--- config.mk ---
export PLATFORM = sky130hd
export DESIGN_NAME = upd_timer
export DESIGN_NICKNAME = d
export VERILOG_FILES = /design/src/rtl/upd_timer_pkg.sv /design/src/rtl/upd_timer_presc.sv /design/src/rtl/upd_timer_cnt.sv /design/src/rtl/upd_timer_regs.sv /design/src/rtl/upd_timer.sv
export SDC_FILE = /design/constraint.sdc
export NUM_CORES = 1
export LEC_CHECK = 0
export BUFFER_PORTS_ARGS = -buffer_cell sky130_fd_sc_hd__buf_2
export CAP_MARGIN = 30
export CORE_MARGIN = 1
export CORE_UTILIZATION = 56
export CTS_BUF_LIST = sky130_fd_sc_hd__clkbuf_2
export CTS_CLUSTER_SIZE = 40
export DETAILED_ROUTE_END_ITERATION = 6
export PLACE_DENSITY = 0.75
export SYNTH_ARGS = -nofsm -noshare
export SYNTH_HDL_FRONTEND = slang
export SYNTH_HIERARCHICAL = 1
export SYNTH_SLANG_ARGS = --single-unit
--- constraint.sdc ---
create_clock -name clk_i -period 7.11 [get_ports clk_i]
set_input_delay 1.422 -clock clk_i [delete_from_list [all_inputs] [get_ports clk_i]]
set_output_delay 1.422 -clock clk_i [all_outputs]
set_load 0.01 [all_outputs]
--- src/rtl/upd_timer_pkg.sv ---
package upd_timer_pkg;
  typedef logic [2:0] reg_addr_t;

  localparam reg_addr_t ADDR_CFG    = 3'd0;
  localparam reg_addr_t ADDR_DIV    = 3'd1;
  localparam reg_addr_t ADDR_PERIOD = 3'd2;
  localparam reg_addr_t ADDR_STATUS = 3'd3;
  localparam reg_addr_t ADDR_COUNT  = 3'd4;
  localparam reg_addr_t ADDR_FORCE  = 3'd5;

  localparam int CFG_BUF_BIT  = 0;
  localparam int CFG_QUIET_BIT = 1;
  localparam int CFG_IE_BIT   = 2;
  localparam int CFG_W        = 3;

  typedef struct packed {
    logic irq_en;
    logic quiet_sw;
    logic period_buf;
  } cfg_t;
endpackage

--- src/rtl/upd_timer_presc.sv ---
module upd_timer_presc #(
  parameter int PSC_W = 16
) (
  input  logic             clk_i,
  input  logic             rst_i,
  input  logic             en_i,
  input  logic             upd_i,
  input  logic [PSC_W-1:0] div_act_i,
  output logic             tick_o
);
  logic [PSC_W-1:0] div_cnt_q;

  assign tick_o = en_i && (div_cnt_q == div_act_i);

  always_ff @(posedge clk_i) begin
    if (rst_i)       div_cnt_q <= '0;
    else if (upd_i)  div_cnt_q <= '0;
    else if (tick_o) div_cnt_q <= '0;
    else if (en_i)   div_cnt_q <= div_cnt_q + 1'b1;
  end

  // prescaler never passes its active ratio
  p_div_bound_r2: assert property (@(posedge clk_i) disable iff (rst_i)
    div_cnt_q <= div_act_i);
  // update event clears the prescaler
  p_div_clear_r2: assert property (@(posedge clk_i) disable iff (rst_i)
    upd_i |=> (div_cnt_q == '0));
endmodule

--- src/rtl/upd_timer_cnt.sv ---
module upd_timer_cnt #(
  parameter int CNT_W = 16
) (
  input  logic             clk_i,
  input  logic             rst_i,
  input  logic             tick_i,
  input  logic             down_i,
  input  logic             upd_i,
  input  logic [CNT_W-1:0] period_act_i,
  input  logic [CNT_W-1:0] period_nxt_i,
  output logic [CNT_W-1:0] cnt_o,
  output logic             wrap_o
);
  logic [CNT_W-1:0] cnt_q;

  assign cnt_o  = cnt_q;
  assign wrap_o = tick_i && (down_i ? (cnt_q == '0) : (cnt_q == period_act_i));

  always_ff @(posedge clk_i) begin
    if (rst_i)       cnt_q <= '0;
    else if (upd_i)  cnt_q <= down_i ? period_nxt_i : '0;
    else if (tick_i) cnt_q <= down_i ? cnt_q - 1'b1 : cnt_q + 1'b1;
  end

  // upward wrap lands on zero
  p_wrap_up_r3: assert property (@(posedge clk_i) disable iff (rst_i)
    (wrap_o && !down_i) |=> (cnt_q == '0));
  // downward wrap reloads the period buffer value
  p_wrap_down_r4: assert property (@(posedge clk_i) disable iff (rst_i)
    (wrap_o && down_i) |=> (cnt_q == $past(period_nxt_i)));
  // no tick and no update means the counter holds
  p_hold_r2: assert property (@(posedge clk_i) disable iff (rst_i)
    (!tick_i && !upd_i) |=> $stable(cnt_q));
endmodule

--- src/rtl/upd_timer_regs.sv ---
module upd_timer_regs
  import upd_timer_pkg::*;
#(
  parameter int DATA_W = 16,
  parameter int PSC_W  = 16,
  parameter int CNT_W  = 16
) (
  input  logic              clk_i,
  input  logic              rst_i,
  input  logic              wr_en_i,
  input  reg_addr_t         wr_addr_i,
  input  logic [DATA_W-1:0] wr_data_i,
  input  reg_addr_t         rd_addr_i,
  output logic [DATA_W-1:0] rd_data_o,
  input  logic              wrap_i,
  input  logic              upd_i,
  input  logic [CNT_W-1:0]  cnt_i,
  output logic              force_o,
  output logic [PSC_W-1:0]  div_act_o,
  output logic [CNT_W-1:0]  period_act_o,
  output logic [CNT_W-1:0]  period_buf_o,
  output logic              flag_o,
  output logic              irq_o
);
  cfg_t             cfg_q, cfg_d;
  logic [PSC_W-1:0] div_buf_q, div_act_q;
  logic [CNT_W-1:0] per_buf_q, per_act_q;
  logic             force_q, flag_q, flag_d, irq_q;
  logic             wr_cfg, wr_div, wr_per, wr_clr, wr_force, flag_set;

  assign wr_cfg   = wr_en_i && (wr_addr_i == ADDR_CFG);
  assign wr_div   = wr_en_i && (wr_addr_i == ADDR_DIV);
  assign wr_per   = wr_en_i && (wr_addr_i == ADDR_PERIOD);
  assign wr_clr   = wr_en_i && (wr_addr_i == ADDR_STATUS) && wr_data_i[0];
  assign wr_force = wr_en_i && (wr_addr_i == ADDR_FORCE) && wr_data_i[0];

  assign cfg_d    = wr_cfg ? cfg_t'(wr_data_i[CFG_W-1:0]) : cfg_q;
  assign flag_set = wrap_i || (force_q && !cfg_q.quiet_sw);
  assign flag_d   = flag_set ? 1'b1 : (wr_clr ? 1'b0 : flag_q);

  always_ff @(posedge clk_i) begin
    if (rst_i) begin
      cfg_q     <= '0;
      div_buf_q <= '0;
      div_act_q <= '0;
      per_buf_q <= '0;
      per_act_q <= '0;
      force_q   <= 1'b0;
      flag_q    <= 1'b0;
      irq_q     <= 1'b0;
    end else begin
      cfg_q   <= cfg_d;
      force_q <= wr_force;
      flag_q  <= flag_d;
      irq_q   <= flag_d && cfg_d.irq_en;
      if (wr_div) div_buf_q <= wr_data_i[PSC_W-1:0];
      if (wr_per) per_buf_q <= wr_data_i[CNT_W-1:0];
      if (upd_i) begin
        div_act_q <= div_buf_q;
        per_act_q <= per_buf_q;
      end
      if (wr_per && !cfg_q.period_buf) per_act_q <= wr_data_i[CNT_W-1:0];
    end
  end

  always_ff @(posedge clk_i) begin
    if (rst_i) rd_data_o <= '0;
    else begin
      case (rd_addr_i)
        ADDR_CFG:    rd_data_o <= DATA_W'(cfg_q);
        ADDR_DIV:    rd_data_o <= DATA_W'(div_buf_q);
        ADDR_PERIOD: rd_data_o <= DATA_W'(per_buf_q);
        ADDR_STATUS: rd_data_o <= DATA_W'(flag_q);
        ADDR_COUNT:  rd_data_o <= DATA_W'(cnt_i);
        default:     rd_data_o <= '0;
      endcase
    end
  end

  assign force_o      = force_q;
  assign div_act_o    = div_act_q;
  assign period_act_o = per_act_q;
  assign period_buf_o = per_buf_q;
  assign flag_o       = flag_q;
  assign irq_o        = irq_q;

  // buffered period does not move between updates
  p_period_hold_r6: assert property (@(posedge clk_i) disable iff (rst_i)
    (cfg_q.period_buf && !upd_i) |=> $stable(per_act_q));
  // force request lasts a single cycle unless written again
  p_force_pulse_r8: assert property (@(posedge clk_i) disable iff (rst_i)
    (force_q && !wr_force) |=> !force_q);
  // a suppressed forced update leaves a low flag low
  p_quiet_force_r9: assert property (@(posedge clk_i) disable iff (rst_i)
    (force_q && cfg_q.quiet_sw && !wrap_i && !flag_q) |=> !flag_q);
  // interrupt only rises together with the flag
  p_irq_needs_flag_r11: assert property (@(posedge clk_i) disable iff (rst_i)
    $rose(irq_q) |-> flag_q);
  // a set wins over a simultaneous clear
  p_set_wins_r10: assert property (@(posedge clk_i) disable iff (rst_i)
    (flag_set && wr_clr) |=> flag_q);
endmodule

--- src/rtl/upd_timer.sv ---
module upd_timer
  import upd_timer_pkg::*;
#(
  parameter int DATA_W = 16,
  parameter int PSC_W  = 16,
  parameter int CNT_W  = 16
) (
  input  logic              clk_i,
  input  logic              rst_i,
  input  logic              wr_en_i,
  input  logic [2:0]        wr_addr_i,
  input  logic [DATA_W-1:0] wr_data_i,
  input  logic [2:0]        rd_addr_i,
  output logic [DATA_W-1:0] rd_data_o,
  input  logic              cnt_en_i,
  input  logic              dir_down_i,
  output logic              upd_flag_o,
  output logic              irq_o
);
  logic             force_w, wrap_w, upd_w, tick_w;
  logic [PSC_W-1:0] div_act_w;
  logic [CNT_W-1:0] per_act_w, per_buf_w, cnt_w;

  assign upd_w = force_w || wrap_w;

  upd_timer_regs #(.DATA_W(DATA_W), .PSC_W(PSC_W), .CNT_W(CNT_W)) u_regs (
    .clk_i(clk_i), .rst_i(rst_i),
    .wr_en_i(wr_en_i), .wr_addr_i(wr_addr_i), .wr_data_i(wr_data_i),
    .rd_addr_i(rd_addr_i), .rd_data_o(rd_data_o),
    .wrap_i(wrap_w), .upd_i(upd_w), .cnt_i(cnt_w),
    .force_o(force_w), .div_act_o(div_act_w),
    .period_act_o(per_act_w), .period_buf_o(per_buf_w),
    .flag_o(upd_flag_o), .irq_o(irq_o)
  );

  upd_timer_presc #(.PSC_W(PSC_W)) u_presc (
    .clk_i(clk_i), .rst_i(rst_i), .en_i(cnt_en_i), .upd_i(upd_w),
    .div_act_i(div_act_w), .tick_o(tick_w)
  );

  upd_timer_cnt #(.CNT_W(CNT_W)) u_cnt (
    .clk_i(clk_i), .rst_i(rst_i), .tick_i(tick_w), .down_i(dir_down_i),
    .upd_i(upd_w), .period_act_i(per_act_w), .period_nxt_i(per_buf_w),
    .cnt_o(cnt_w), .wrap_o(wrap_w)
  );
endmodule

# [Word level (Yosys, flattened, before mapping)]
# Cells that the tools add are included.
[word_totals] output_inout_bits=18 regBits=118 elab_cells=59 input_bits=27
[op_classes] eq_ne=10 addsub=3 n_mux=11 reduce_logical=22
[op_table] operator="16-bit 2-to-1 mux" n=6
[op_table] operator="16-bit case mux with 5 select lines" n=1
[op_table] operator="16-bit by 1-bit adder with 16-bit output, second input constant" n=2
[op_table] operator="16-bit == test" n=2
[op_table] operator="16-bit logical NOT" n=1
[op_table] operator="16-bit by 1-bit subtractor with 16-bit output, second input constant" n=1
[op_table] operator="3-bit by 2-bit == test with 1-bit output, second input constant" n=4
[op_table] operator="1-bit logical AND" n=12
[op_table] operator="3-bit by 1-bit == test with 1-bit output, second input constant" n=2
[op_table] operator="3-bit == test, second input constant" n=2
[op_table] operator="3-bit logical NOT" n=2
[op_table] operator="2-bit nonzero test" n=2
[op_table] operator="1-bit 2-to-1 mux" n=3
[op_table] operator="3-bit 2-to-1 mux" n=1
[op_table] operator="3-bit OR reduction" n=1
[op_table] operator="1-bit logical NOT" n=2
[op_table] operator="1-bit logical OR" n=2

# [Longest topological paths before layout]
# Gate-level depths: netlist of the first run.
[logic_depth] depth_word=6 mapped_depth=13 ltp_nobuf=12

# [By module]
# The synthesis of the first run kept the hierarchy.
[by_module_without_submodules] mod="upd_timer_regs" cells_per_inst=393 seq_area_each_um2=1721.7 n_inst=1 area_each_um2=3528.4
[by_module_without_submodules] mod="upd_timer_cnt" cells_per_inst=219 seq_area_each_um2=320.3 n_inst=1 area_each_um2=1697.9
[by_module_without_submodules] mod="upd_timer_presc" cells_per_inst=102 seq_area_each_um2=320.3 n_inst=1 area_each_um2=884.6
[by_module_without_submodules] mod="upd_timer" cells_per_inst=1 seq_area_each_um2=0.0 n_inst=1 area_each_um2=6.3

# [Worst setup path before layout of the first run]
# No wires, ideal clock.
[synth_timing] path_kind="input port to flip-flop" startpoint="in cnt_en_i" endpoint="reg u_cnt.cnt_q[6], in the netlist u_cnt/cnt_o[6]" arrival_time_ns=3.313 path_buffers=4 setup_ns=0.095 path_slack_ns=3.701 t_required_ns=7.015 stages=11 path_cell_list="buf_2 -> nand2_1 -> nor4_1 -> clkbuf_1 -> inv_1 -> a21oi_1 -> or2_1 -> clkbuf_1 -> buf_1 -> a21oi_1 -> a221oi_1"
[synth_between] elab_chain_cells=4 elab_cells_between_ends=5 cone_classes="mux (1); reduce/logical (4)"
[synth_rtl] item="start, declared" line_no="upd_timer.sv:15" source="input logic cnt_en_i,"
[synth_rtl] item="1-bit logical AND *" line_no="upd_timer_presc.sv:13" source="assign tick_o = en_i && (div_cnt_q == div_act_i);"
[synth_rtl] item="net tick_w" line_no="upd_timer.sv:20" source="logic force_w, wrap_w, upd_w, tick_w;"
[synth_rtl] item="1-bit logical AND *" line_no="upd_timer_cnt.sv:17" source="assign wrap_o = tick_i && (down_i ? (cnt_q == '0) : (cnt_q == period_act_i));"
[synth_rtl] item="net wrap_w" line_no="upd_timer.sv:20"
[synth_rtl] item="1-bit logical OR *" line_no="upd_timer.sv:24" source="assign upd_w = force_w || wrap_w;"
[synth_rtl] item="net upd_w" line_no="upd_timer.sv:20"
[synth_rtl] item="16-bit 2-to-1 mux / 2-bit nonzero test (equally long branches)"
[synth_rtl] item="end signal, assigned" line_no="upd_timer_cnt.sv:21" source="else if (upd_i) cnt_q <= down_i ? period_nxt_i : '0;"
[synth_rtl] item="end signal, assigned" line_no="upd_timer_cnt.sv:22" source="else if (tick_i) cnt_q <= down_i ? cnt_q - 1'b1 : cnt_q + 1'b1;"
[synth_rtl] item="end, declared" line_no="upd_timer_cnt.sv:14" source="logic [CNT_W-1:0] cnt_q;"
# The timed path passes the listed nets; every way through them passes the cells marked *.
# A chain may end at the register's enable or synchronous reset.

# [Worst setup path in the final report of the first run]
[layout_timing] startpoint="reg u_presc.div_cnt_q[4]" endpoint="reg u_presc.div_cnt_q[8]"
[layout_between] elab_chain_cells=5 elab_cells_between_ends=6 cone_classes="add/sub (1); eq/ne (1); reduce/logical (4)"
[layout_rtl] item="start, declared" line_no="upd_timer_presc.sv:11" source="logic [PSC_W-1:0] div_cnt_q;"
[layout_rtl] item="start signal, assigned" line_no="upd_timer_presc.sv:19" source="else if (en_i) div_cnt_q <= div_cnt_q + 1'b1;"
[layout_rtl] item="16-bit == test" line_no="upd_timer_presc.sv:13"
[layout_rtl] item="1-bit logical AND" line_no="upd_timer_presc.sv:13"
[layout_rtl] item="net tick_w" line_no="upd_timer.sv:20"
[layout_rtl] item="1-bit logical AND" line_no="upd_timer_cnt.sv:17"
[layout_rtl] item="net wrap_w" line_no="upd_timer.sv:20"
[layout_rtl] item="1-bit logical OR" line_no="upd_timer.sv:24"
[layout_rtl] item="net upd_w" line_no="upd_timer.sv:20"
[layout_rtl] item="3-bit OR reduction (no line)"
# The timed path passes the listed nets, and every way through them passes these cells.

==> impl_metrics.csv, run 1 <==
group,metric,value,unit
yosys,yosys.area.top_type,"dfxtp_1",
critical_path,required,7.64,ns
yosys,synth-seq-cells,118,
global_routing,antenna_found_initial,0,
drt,wl,15.26,mm
clock_tree,cts_buffers,17,
finish,multi_input_area,3511,sq um
clock_tree,post-cts-setup-buffer-count,0,
drt,ant_nets,0,
min_path,hold_class,"reg2reg",
global_routing,grt-ovfl-total,0,
clock_tree,htreeDepth,4,
finish,syn2layout_area_growth,8.468,%
drt,drtIter0Drc,351,
floorplanning,core,10460,sq um
yosys,synth_top_area_frac,0.3862,
yosys,synth_nets,758,
clock_tree,clk_pin_slew_worst_paths,0.16,ns
finish,final_nets,778,
finish,ff_latch_area,2362,sq um
pwr,leakage,2.457,nW
timing,period_minus_slack,3.738,ns
finish,drive_above_1_share,0.1364,
drt,first_pass_iters,7,
timing,hold_slack,0.4881,ns
floorplanning,fp.dieW,106.5,um
clock_tree,postCtsHoldBufs,0,
yosys,synthFlopType,"dfxtp_1",
critical_path,worstPathArrival,4.27,ns
pwr,power.density,272.9,nW/um^2
finish,antennaDiodeCount,0,
placement,portBuffers,44,
yosys,syn_inst,715,
drt,avgRoutedWirePerCell,17.27,um
global_routing,grt_usage,0.2823,
yosys,synth_edf_count,0,
flow_run,drv_cap,0,
global_routing,grt_max_degree,67,
floorplanning,die_h,106.5,um
timing,skew,0.02440,ns
timing,period_share,0.5257,
finish,fill_cells,930,
clock_tree,clockBufferDepth,2,
timing,hold_viol_final,0,
status,status,"finished, final reports clean",
yosys,syn_area,6117,sq um
critical_path,worstSetupPathType,"reg2reg",
yosys,synth_area_per_cell,8.555,sq um
drt,drc,0,
placement,gp_congestion,0.9105,
pwr,vdd_drop_max,145.5,uV
clock_tree,cts_root_buffer,"clkbuf_2",
timing,fmax,267.5,MHz
floorplanning,rows,37,
drt,vias,5294,
floorplanning,die-area,11350,sq um
floorplanning,io_pins,45,
timing,maxSlewHeadroom,0.3280,
yosys,ys_types,62,
floorplanning,start_util,0.5847,
yosys,synthArstFlopShare,0,
timing,tightest_slew,1.006,ns
critical_path,endpoint_kind,"register",
placement,dp_hpwl,10.89,mm
timing,setup_viol,0,
critical_path,path_max_fanout,29,
yosys,synth-seq-area-share,0.3862,
clock_tree,cts_tree,"yes",
clock_tree,clkSinkCount,118,
global_routing,grt_pass1_vias,5039,
yosys,yosysWarnings,6,
timing,slew_violations,0,
yosys,netlist_top_cells_area,"dfxtp_1 (39%), mux2i_1 (7.2%), nand2_1 (6.1%), a21oi_1 (5.2%), xnor2_1 (4.6%)",
global_routing,grt_pass1_wl,24.98,mm
clock_tree,postCtsResizedCells,0,
critical_path,cp-start-kind,"register",
timing,rsz0062_at_grt,"false",
clock_tree,clk_latency,0.67,ns
timing,fin_setup_tns,0,ns
drt,vias_per_cell,5.989,
[critical path, stage by stage, from the launching register on]
cell and delay, ns:
dfxtp_1 0.39, xor2_1 0.18, nor4_1 0.28, nand2_1 0.17, nor4_2 0.33, buf_4 0.32, inv_1 0.16, a21oi_1 0.21
or2_2 0.53, buf_4 0.54, nor2_1 0.15, o31ai_4 0.20, nor2_1 0.11
[cell type report]
| type | count | area share |
|---|---|---|
| tap | 136 | 0.02565 |
| inverter | 11 | 0.006223 |
| clock inverter | 11 | 0.02715 |
| clock buffer | 21 | 0.01584 |
| sequential | 118 | 0.3560 |
| timing repair buffer | 50 | 0.03998 |
| multi-input combinational | 537 | 0.5291 |
[path summary, 6_finish.rpt]
kind | from | to | slack (ns) | cells past startpoint
setup reg to reg | u_presc/div_cnt_q[4] | u_presc/div_cnt_q[8] | 3.37 | 12
setup / recovery | u_presc/div_cnt_q[4] | u_presc/div_cnt_q[8] | 3.37 | 12
hold / removal | u_regs/div_buf_q[10] | u_regs/div_buf_q[10] | 0.49 | 2
hold reg to reg | u_regs/div_buf_q[10] | u_regs/div_buf_q[10] | 0.49 | 2
[placed cells by master, fill, tap and decap left out, types with 11 or more instances in the layout]
| cell | Yosys | routed |
|---|---|---|
| dfxtp_1 | 118 | 118 |
| nand2_1 | 100 | 100 |
| a21oi_1 | 64 | 64 |
| nor2_1 | 55 | 55 |
| buf_2 | 13 | 44 |
| mux2i_1 | 44 | 44 |
| xnor2_1 | 32 | 32 |
| xor2_1 | 30 | 30 |
| nand3b_1 | 26 | 26 |
| nor3_1 | 23 | 23 |
| clkbuf_2 | 0 | 21 |
| a31oi_1 | 15 | 15 |
| ha_1 | 15 | 15 |
| nand3_1 | 14 | 14 |
| a211oi_1 | 12 | 12 |
| inv_1 | 11 | 11 |
| o21ai_0 | 11 | 11 |
[state kept, by name, indices dropped and copies added (netlist names)]
| name | flops |
|---|---|
| u_regs/force_o | 1 |
| u_regs/period_act_o | 16 |
| u_regs/period_buf_o | 16 |
| u_regs/rd_data_o | 16 |
| u_regs/cfg_q | 3 |
| u_regs/div_buf_q | 16 |
| u_cnt/cnt_o | 16 |
| u_regs/flag_o | 1 |
| u_regs/div_act_o | 16 |
| u_presc/div_cnt_q | 16 |
| u_regs/irq_o | 1 |
[metal layers]
layer	part of all wire	wire, um	track usage	vias to the layer above
li1	-	-	-	2556
met1	0.45	6831	0.3714	2488
met2	0.47	7141	0.4522	221
met3	0.065	989	0.05641	29
met4	0.020	302	0.1155	0
met5	0	0	0	-
[report_power, final]
group | internal [mW] | total, mW | switching, mW
clock | 0.268 | 0.509 | 0.241
sequential | 0.706 | 0.782 | 0.0759
combinational | 0.228 | 0.519 | 0.291
total | 1.20 | 1.81 | 0.608
[per-stage QoR]
| step | cells | power [mW] | utilization | worst slack [ns] | instance area (sq um) |
|---|---|---|---|---|---|
| after floorplan | 715 | 1.177 | - | 3.701 | 6117 |
| after global placement | 852 | 1.297 | 0.6069 | 3.122 | 6350 |
| after detailed placement | 852 | 1.305 | 0.6069 | 2.894 | 6350 |
| after CTS | 884 | 1.812 | 0.6342 | 3.422 | 6635 |
| after global routing | 884 | 1.909 | 0.6342 | 3.082 | 6635 |
| final | 884 | 1.811 | 0.6342 | 3.372 | 6635 |
[kinds of logic after synthesis]
logic type,count (synthesis),share of synthesized area
mux,44,0.07200
fa+ha+maj,16,0.03395
simple gates,271,0.2215
compound gates,144,0.1557
xor+xnor,62,0.08877
buf+inv,60,0.04193
flops,118,0.3862
[synthesized netlist by cell type, types with 3 or more instances]
| master | count |
|---|---|
| a211oi_1 | 12 |
| nor4bb_1 | 3 |
| o21ai_0 | 11 |
| buf_1 | 3 |
| nand2b_1 | 5 |
| buf_2 | 13 |
| nor4_1 | 7 |
| o22ai_1 | 6 |
| ha_1 | 15 |
| nor3_1 | 23 |
| nor2_1 | 55 |
| nor2b_1 | 3 |
| nand3b_1 | 26 |
| a31oi_1 | 15 |
| a211oi_2 | 6 |
| xnor2_1 | 32 |
| mux2i_1 | 44 |
| o31ai_1 | 3 |
| nand3_1 | 14 |
| a21oi_1 | 64 |
| dfxtp_1 | 118 |
| inv_1 | 11 |
| nand4_1 | 8 |
| clkbuf_1 | 31 |
| nor3b_1 | 9 |
| xor2_1 | 30 |
| nand2_1 | 100 |
| a21o_1 | 4 |
Note: power is estimated with default switching activity, not from simulation.
==> inputs of run 2 (changes only) <==
Settings changed: PLACE_DENSITY 0.75 to 0.78.
Clock period 7.11 ns to 3.3 ns, I/O delays scaled along.
==> impl_metrics.csv, run 2 (synthesis gave the netlist of run 1 again) <==
group,metric,value,unit
timing,fmax,336.5,MHz
timing,period_share,0.9004,
finish,final_cell_mix,"dfxtp_1 (118), nand2_1 (100), a21oi_1 (64)",
clock_tree,clockBufferDepth,2,
critical_path,rr_worst_depth,12,
critical_path,endpoint_kind,"register",
critical_path,worstSetupStartpoint,"u_presc/div_cnt_q[3]",
critical_path,cp-endpoint,"u_cnt/cnt_o[15]",
critical_path,cp-start-kind,"register",
drt,ant_nets,0,
timing,skew,0.02493,ns
placement,dp_hpwl,11.20,mm
finish,fill_cells,872,
clock_tree,clk_pin_slew_worst_paths,0.17,ns
critical_path,regToRegEndpoint,"u_cnt/cnt_o[15]",
placement,dp_cells,862,
drt,wl,15.64,mm
critical_path,worstPathArrival,3.58,ns
critical_path,worstSetupPathType,"reg2reg",
clock_tree,postCtsResizedCells,0,
floorplanning,start_util,0.5847,
global_routing,grt_usage,0.2874,
critical_path,crit_family,"simple AND/OR/NAND/NOR gates",
floorplanning,rows,37,
floorplanning,core,10460,sq um
drt,first_pass_iters,5,
global_routing,antenna_found_initial,0,
clock_tree,cts_root_buffer,"clkbuf_2",
status,status,"finished, final reports clean",
floorplanning,die_h,106.5,um
timing,maxSlewHeadroom,0.3198,
global_routing,grt_pass1_vias,5140,
floorplanning,fp.dieW,106.5,um
finish,finalInstanceArea,6756,sq um
clock_tree,post-cts-setup-buffer-count,0,
critical_path,reg2reg_slack,0.33,ns
timing,rsz0062_at_grt,"false",
clock_tree,postCtsHoldBufs,0,
finish,drive_above_1_share,0.1451,
finish,finalNonFillerCells,894,
clock_tree,clk_latency,0.68,ns
clock_tree,htreeDepth,4,
timing,period_minus_slack,2.971,ns
placement,gp_congestion,0.9106,
critical_path,critical-path-slowest-cell,"nor4_2",
pwr,power,4.033,mW
finish,layout_commonest_cell,"dfxtp_1",
clock_tree,cts_tree,"yes",
pwr,vdd_drop_max,499.1,uV
floorplanning,die-area,11350,sq um
clock_tree,cts_buffers,17,
clock_tree,clkSinkCount,118,
timing,slew_violations,0,
timing,setup_viol,0,
finish,final_nets,788,
finish,syn2layout_area_growth,10.45,%
floorplanning,io_pins,45,
global_routing,grt_pass1_wl,25.48,mm
flow_run,drv_cap,0,
critical_path,path_max_fanout,13,
global_routing,grt_max_degree,36,
timing,hold_viol_final,0,
timing,hold_slack,0.2320,ns
placement,dpl_cell_area,6437,sq um
timing,tightest_slew,1.018,ns
pwr,leakage,2.506,nW
critical_path,reg2reg_from,"u_presc/div_cnt_q[3]",
critical_path,crit_chain,"xor2_1, nor4_2, nand2_1, nor4_2, inv_1, a21oi_1, or2_2, and2_1, nand2_1, o21ai_0, nand2b_1, mux2i_1",
drt,drc,0,
critical_path,required,3.91,ns
critical_path,cp_num_buf_inv,1,
drt,vias,5406,
min_path,hold_class,"in2reg",
pwr,power.density,596.9,nW/um^2
drt,vias_per_cell,6.047,
placement,dp_slack,0.3756,ns
timing,setup_ws,0.3286,ns
timing,fin_setup_tns,0,ns
finish,fin_util,0.6458,
drt,drtIter0Drc,406,
global_routing,grt-ovfl-total,0,
placement,portBuffers,44,
finish,antennaDiodeCount,0,
critical_path,cp_num_cells,12,
critical_path,critPathMaxStageDelay,0.42,ns
drt,avgRoutedWirePerCell,17.50,um
run 2: changes by cell type in the layout (fill, tap and decap cells not counted):
cell / delta
buf_12: +1
buf_4: +9
bufinv_16: +1
clkbuf_2: -4
clkinv_1: +2
clkinv_2: -3
clkinv_4: +1
clkinvlp_4: +3
run 2: worst min path at each step:
stage	cells after the start	slack, ns	to	startpoint
finish	3	0.23	u_regs/div_buf_q[15]	wr_data_i[15]
global route	3	0.17	u_regs/div_buf_q[6]	wr_data_i[6]
CTS	3	0.17	u_regs/div_buf_q[15]	wr_data_i[15]
detailed placement	2	0.47	u_regs/div_buf_q[6]	u_regs/div_buf_q[6]
global placement	2	0.46	u_regs/div_buf_q[6]	u_regs/div_buf_q[6]
floorplan	2	0.45	u_regs/div_buf_q[10]	u_regs/div_buf_q[10]
run 2: metal layers:
metal  up-vias  track usage  routed length (um)
met5         -            0                   0
met1      2573       0.3769                7084
met3        37      0.07112                 989
li1       2588            -                   -
met4         0       0.1204                 360
met2       208       0.4504                7208
run 2: worst reg2reg max path, stage by stage (launching register included):
cell and delay (ns):
dfxtp_1 0.39, xor2_1 0.19, nor4_2 0.26, nand2_1 0.15, nor4_2 0.42, inv_1 0.17, a21oi_1 0.22, or2_2 0.31
and2_1 0.38, nand2_1 0.12, o21ai_0 0.09, nand2b_1 0.07, mux2i_1 0.12
run 2: final cells by class:
| class | instances | area [sq um] | area share |
|---|---|---|---|
| Clock inverter | 15 | 234.0 | 0.03463 |
| Tap cell | 136 | 170.2 | 0.02519 |
| Sequential cell | 118 | 2362 | 0.3496 |
| Inverter | 11 | 41.29 | 0.006111 |
| Timing Repair Buffer | 60 | 352.8 | 0.05222 |
| Multi-Input combinational cell | 537 | 3511 | 0.5196 |
| Clock buffer | 17 | 85.08 | 0.01259 |
run 2: power by group:
group | switching [mW] | internal, mW
clock network | 0.549 | 0.639
logic | 0.654 | 0.517
registers | 0.151 | 1.52
==> inputs of run 3 (changes only) <==
Clock period 3.3 ns to 2.6 ns, I/O delays scaled along.
==> impl_metrics.csv, run 3 (synthesis gave the netlist of run 1 again) <==
group,metric,value,unit
status,status,"finished, final reports clean",
finish,syn2layout_area_growth,16.55,%
critical_path,critical-path-slowest-cell,"or4_4",
critical_path,worstSetupPathType,"reg2reg",
critical_path,critPathMaxStageDelay,0.45,ns
min_path,holdPathEnd,"u_regs/div_buf_q[6]",
timing,tightest_slew,0.8674,ns
critical_path,worstSetupStartpoint,"u_cnt/cnt_o[8]",
critical_path,cp_num_cells,9,
global_routing,antenna_found_initial,0,
critical_path,path_max_fanout,8,
finish,finalNonFillerCells,927,
clock_tree,clk_pin_slew_worst_paths,0.18,ns
finish,fill_cells,848,
pwr,vdd_drop_max,503.1,uV
clock_tree,htreeDepth,4,
clock_tree,clockBufferDepth,2,
finish,final_cell_mix,"dfxtp_1 (114), nand2_1 (100), a21oi_1 (63)",
drt,drc,0,
timing,fin_setup_tns,0,ns
placement,gp_congestion,0.9041,
clock_tree,cts_root_buffer,"clkbuf_2",
critical_path,crit_chain,"xor2_2, nor4_4, nand3_1, or4_4, a21oi_2, or2_4, buf_12, mux2i_1, a211oi_1",
timing,hold_slack,0.1170,ns
critical_path,cp_num_buf_inv,1,
drt,drtIter0Drc,583,
critical_path,crit_family,"simple AND/OR/NAND/NOR gates",
drt,vias_per_cell,5.960,
drt,first_pass_iters,6,
floorplanning,die_h,106.5,um
critical_path,reg2reg_slack,0.02,ns
min_path,worstHoldStart,"wr_data_i[6]",
global_routing,grt_usage,0.2859,
critical_path,endpoint_kind,"register",
clock_tree,cts_buffers,17,
placement,dp_slack,-0.09984,ns
floorplanning,die-area,11350,sq um
critical_path,regToRegEndpoint,"u_regs/period_act_o[5]",
critical_path,required,3.13,ns
floorplanning,io_pins,45,
finish,layout_commonest_cell,"dfxtp_1",
critical_path,reg2reg_from,"u_cnt/cnt_o[8]",
flow_run,drv_cap,0,
floorplanning,fp.dieW,106.5,um
finish,final_nets,821,
clock_tree,clkSinkCount,118,
drt,ant_nets,0,
placement,portBuffers,44,
timing,fmax,387.4,MHz
timing,skew,0.03204,ns
drt,avgRoutedWirePerCell,17.49,um
floorplanning,core,10460,sq um
finish,drive_above_1_share,0.1985,
pwr,power.density,752.4,nW/um^2
clock_tree,clk_latency,0.66,ns
pwr,leakage,2.719,nW
timing,setup_ws,0.01861,ns
global_routing,grt_max_degree,37,
global_routing,grt-ovfl-total,0,
clock_tree,postCtsHoldBufs,0,
timing,hold_viol_final,0,
timing,maxSlewHeadroom,0.4217,
timing,period_minus_slack,2.581,ns
clock_tree,cts_tree,"yes",
floorplanning,start_util,0.5847,
min_path,hold_depth,3,
drt,wl,16.22,mm
pwr,power,5.364,mW
floorplanning,rows,37,
global_routing,grt_pass1_vias,5268,
finish,multi_input_area,3595,sq um
finish,ff_latch_area,2367,sq um
finish,antennaDiodeCount,0,
timing,period_share,0.9928,
critical_path,worstPathArrival,3.11,ns
critical_path,cp-start-kind,"register",
critical_path,rr_worst_depth,9,
timing,setup_viol,0,
drt,vias,5525,
placement,dp_hpwl,11.40,mm
timing,slew_violations,0,
min_path,hold_class,"in2reg",
global_routing,grt_pass1_wl,25.36,mm
placement,dp_cells,889,
[run 3: cell count changes in the layout (fill, tap and decap cells not counted), sizes merged]
cell      delta
clkbuf       +4
o31ai        +1
clkinvlp     -4
buf         +30
clkinv       +2
[run 3: worst max-delay path by stage]
stage                                        end
final                     u_regs/period_act_o[5]
after global routing        u_regs/div_act_o[13]
after CTS                   u_regs/div_act_o[13]
after detailed placement    u_regs/div_act_o[13]
after global placement      u_regs/div_act_o[15]
after floorplan                   u_cnt/cnt_o[6]
[run 3: layout make-up]
class,count,area share
clock buffer,19,0.01334
clock inverter,13,0.02931
inverter,11,0.005792
multi-input combinational,538,0.5042
sequential,118,0.3320
tap,136,0.02387
timing repair buffer,92,0.09144
[run 3: power by group]
group / switching [mW] / internal (mW) / total [mW]
registers: 0.126 / 1.93 / 2.06
logic: 0.988 / 0.837 / 1.83
clock network: 0.665 / 0.814 / 1.48
[run 3: timing repair]
| item | CTS | global route |
|---|---|---|
| gates resized for setup | 3 | 18 |
| pin swaps | 1 | 6 |
| setup endpoints to repair | 47 | 61 |
| gates cloned | 0 | 3 |
| buffers inserted | 0 | 3 |
| endpoints found under the hold margin | 0 | 0 |
[run 3: routing by layer]
metal  vias up  wire [um]  track usage
met3        41       1246      0.07235
met5         -          0            0
met1      2571       7191       0.3755
met2       260       7405       0.4485
li1       2653          -            -
met4         0        371       0.1145
[run 3: metrics by stage]
| stage | area (sq um) | utilization |
|---|---|---|
| CTS | 6974 | 0.6666 |
| global route | 7129 | 0.6814 |
| floorplan | 6126 | - |
| global placement | 6653 | 0.6359 |
| detailed placement | 6653 | 0.6359 |
| finish | 7129 | 0.6814 |
[run 3: worst reg2reg max path: stages, from the launching register on]
cell and delay [ns]:
dfxtp_2 0.37, xor2_2 0.19, nor4_4 0.34, nand3_1 0.15, or4_4 0.45, a21oi_2 0.18, or2_4 0.22, buf_12 0.15
mux2i_1 0.09, a211oi_1 0.34
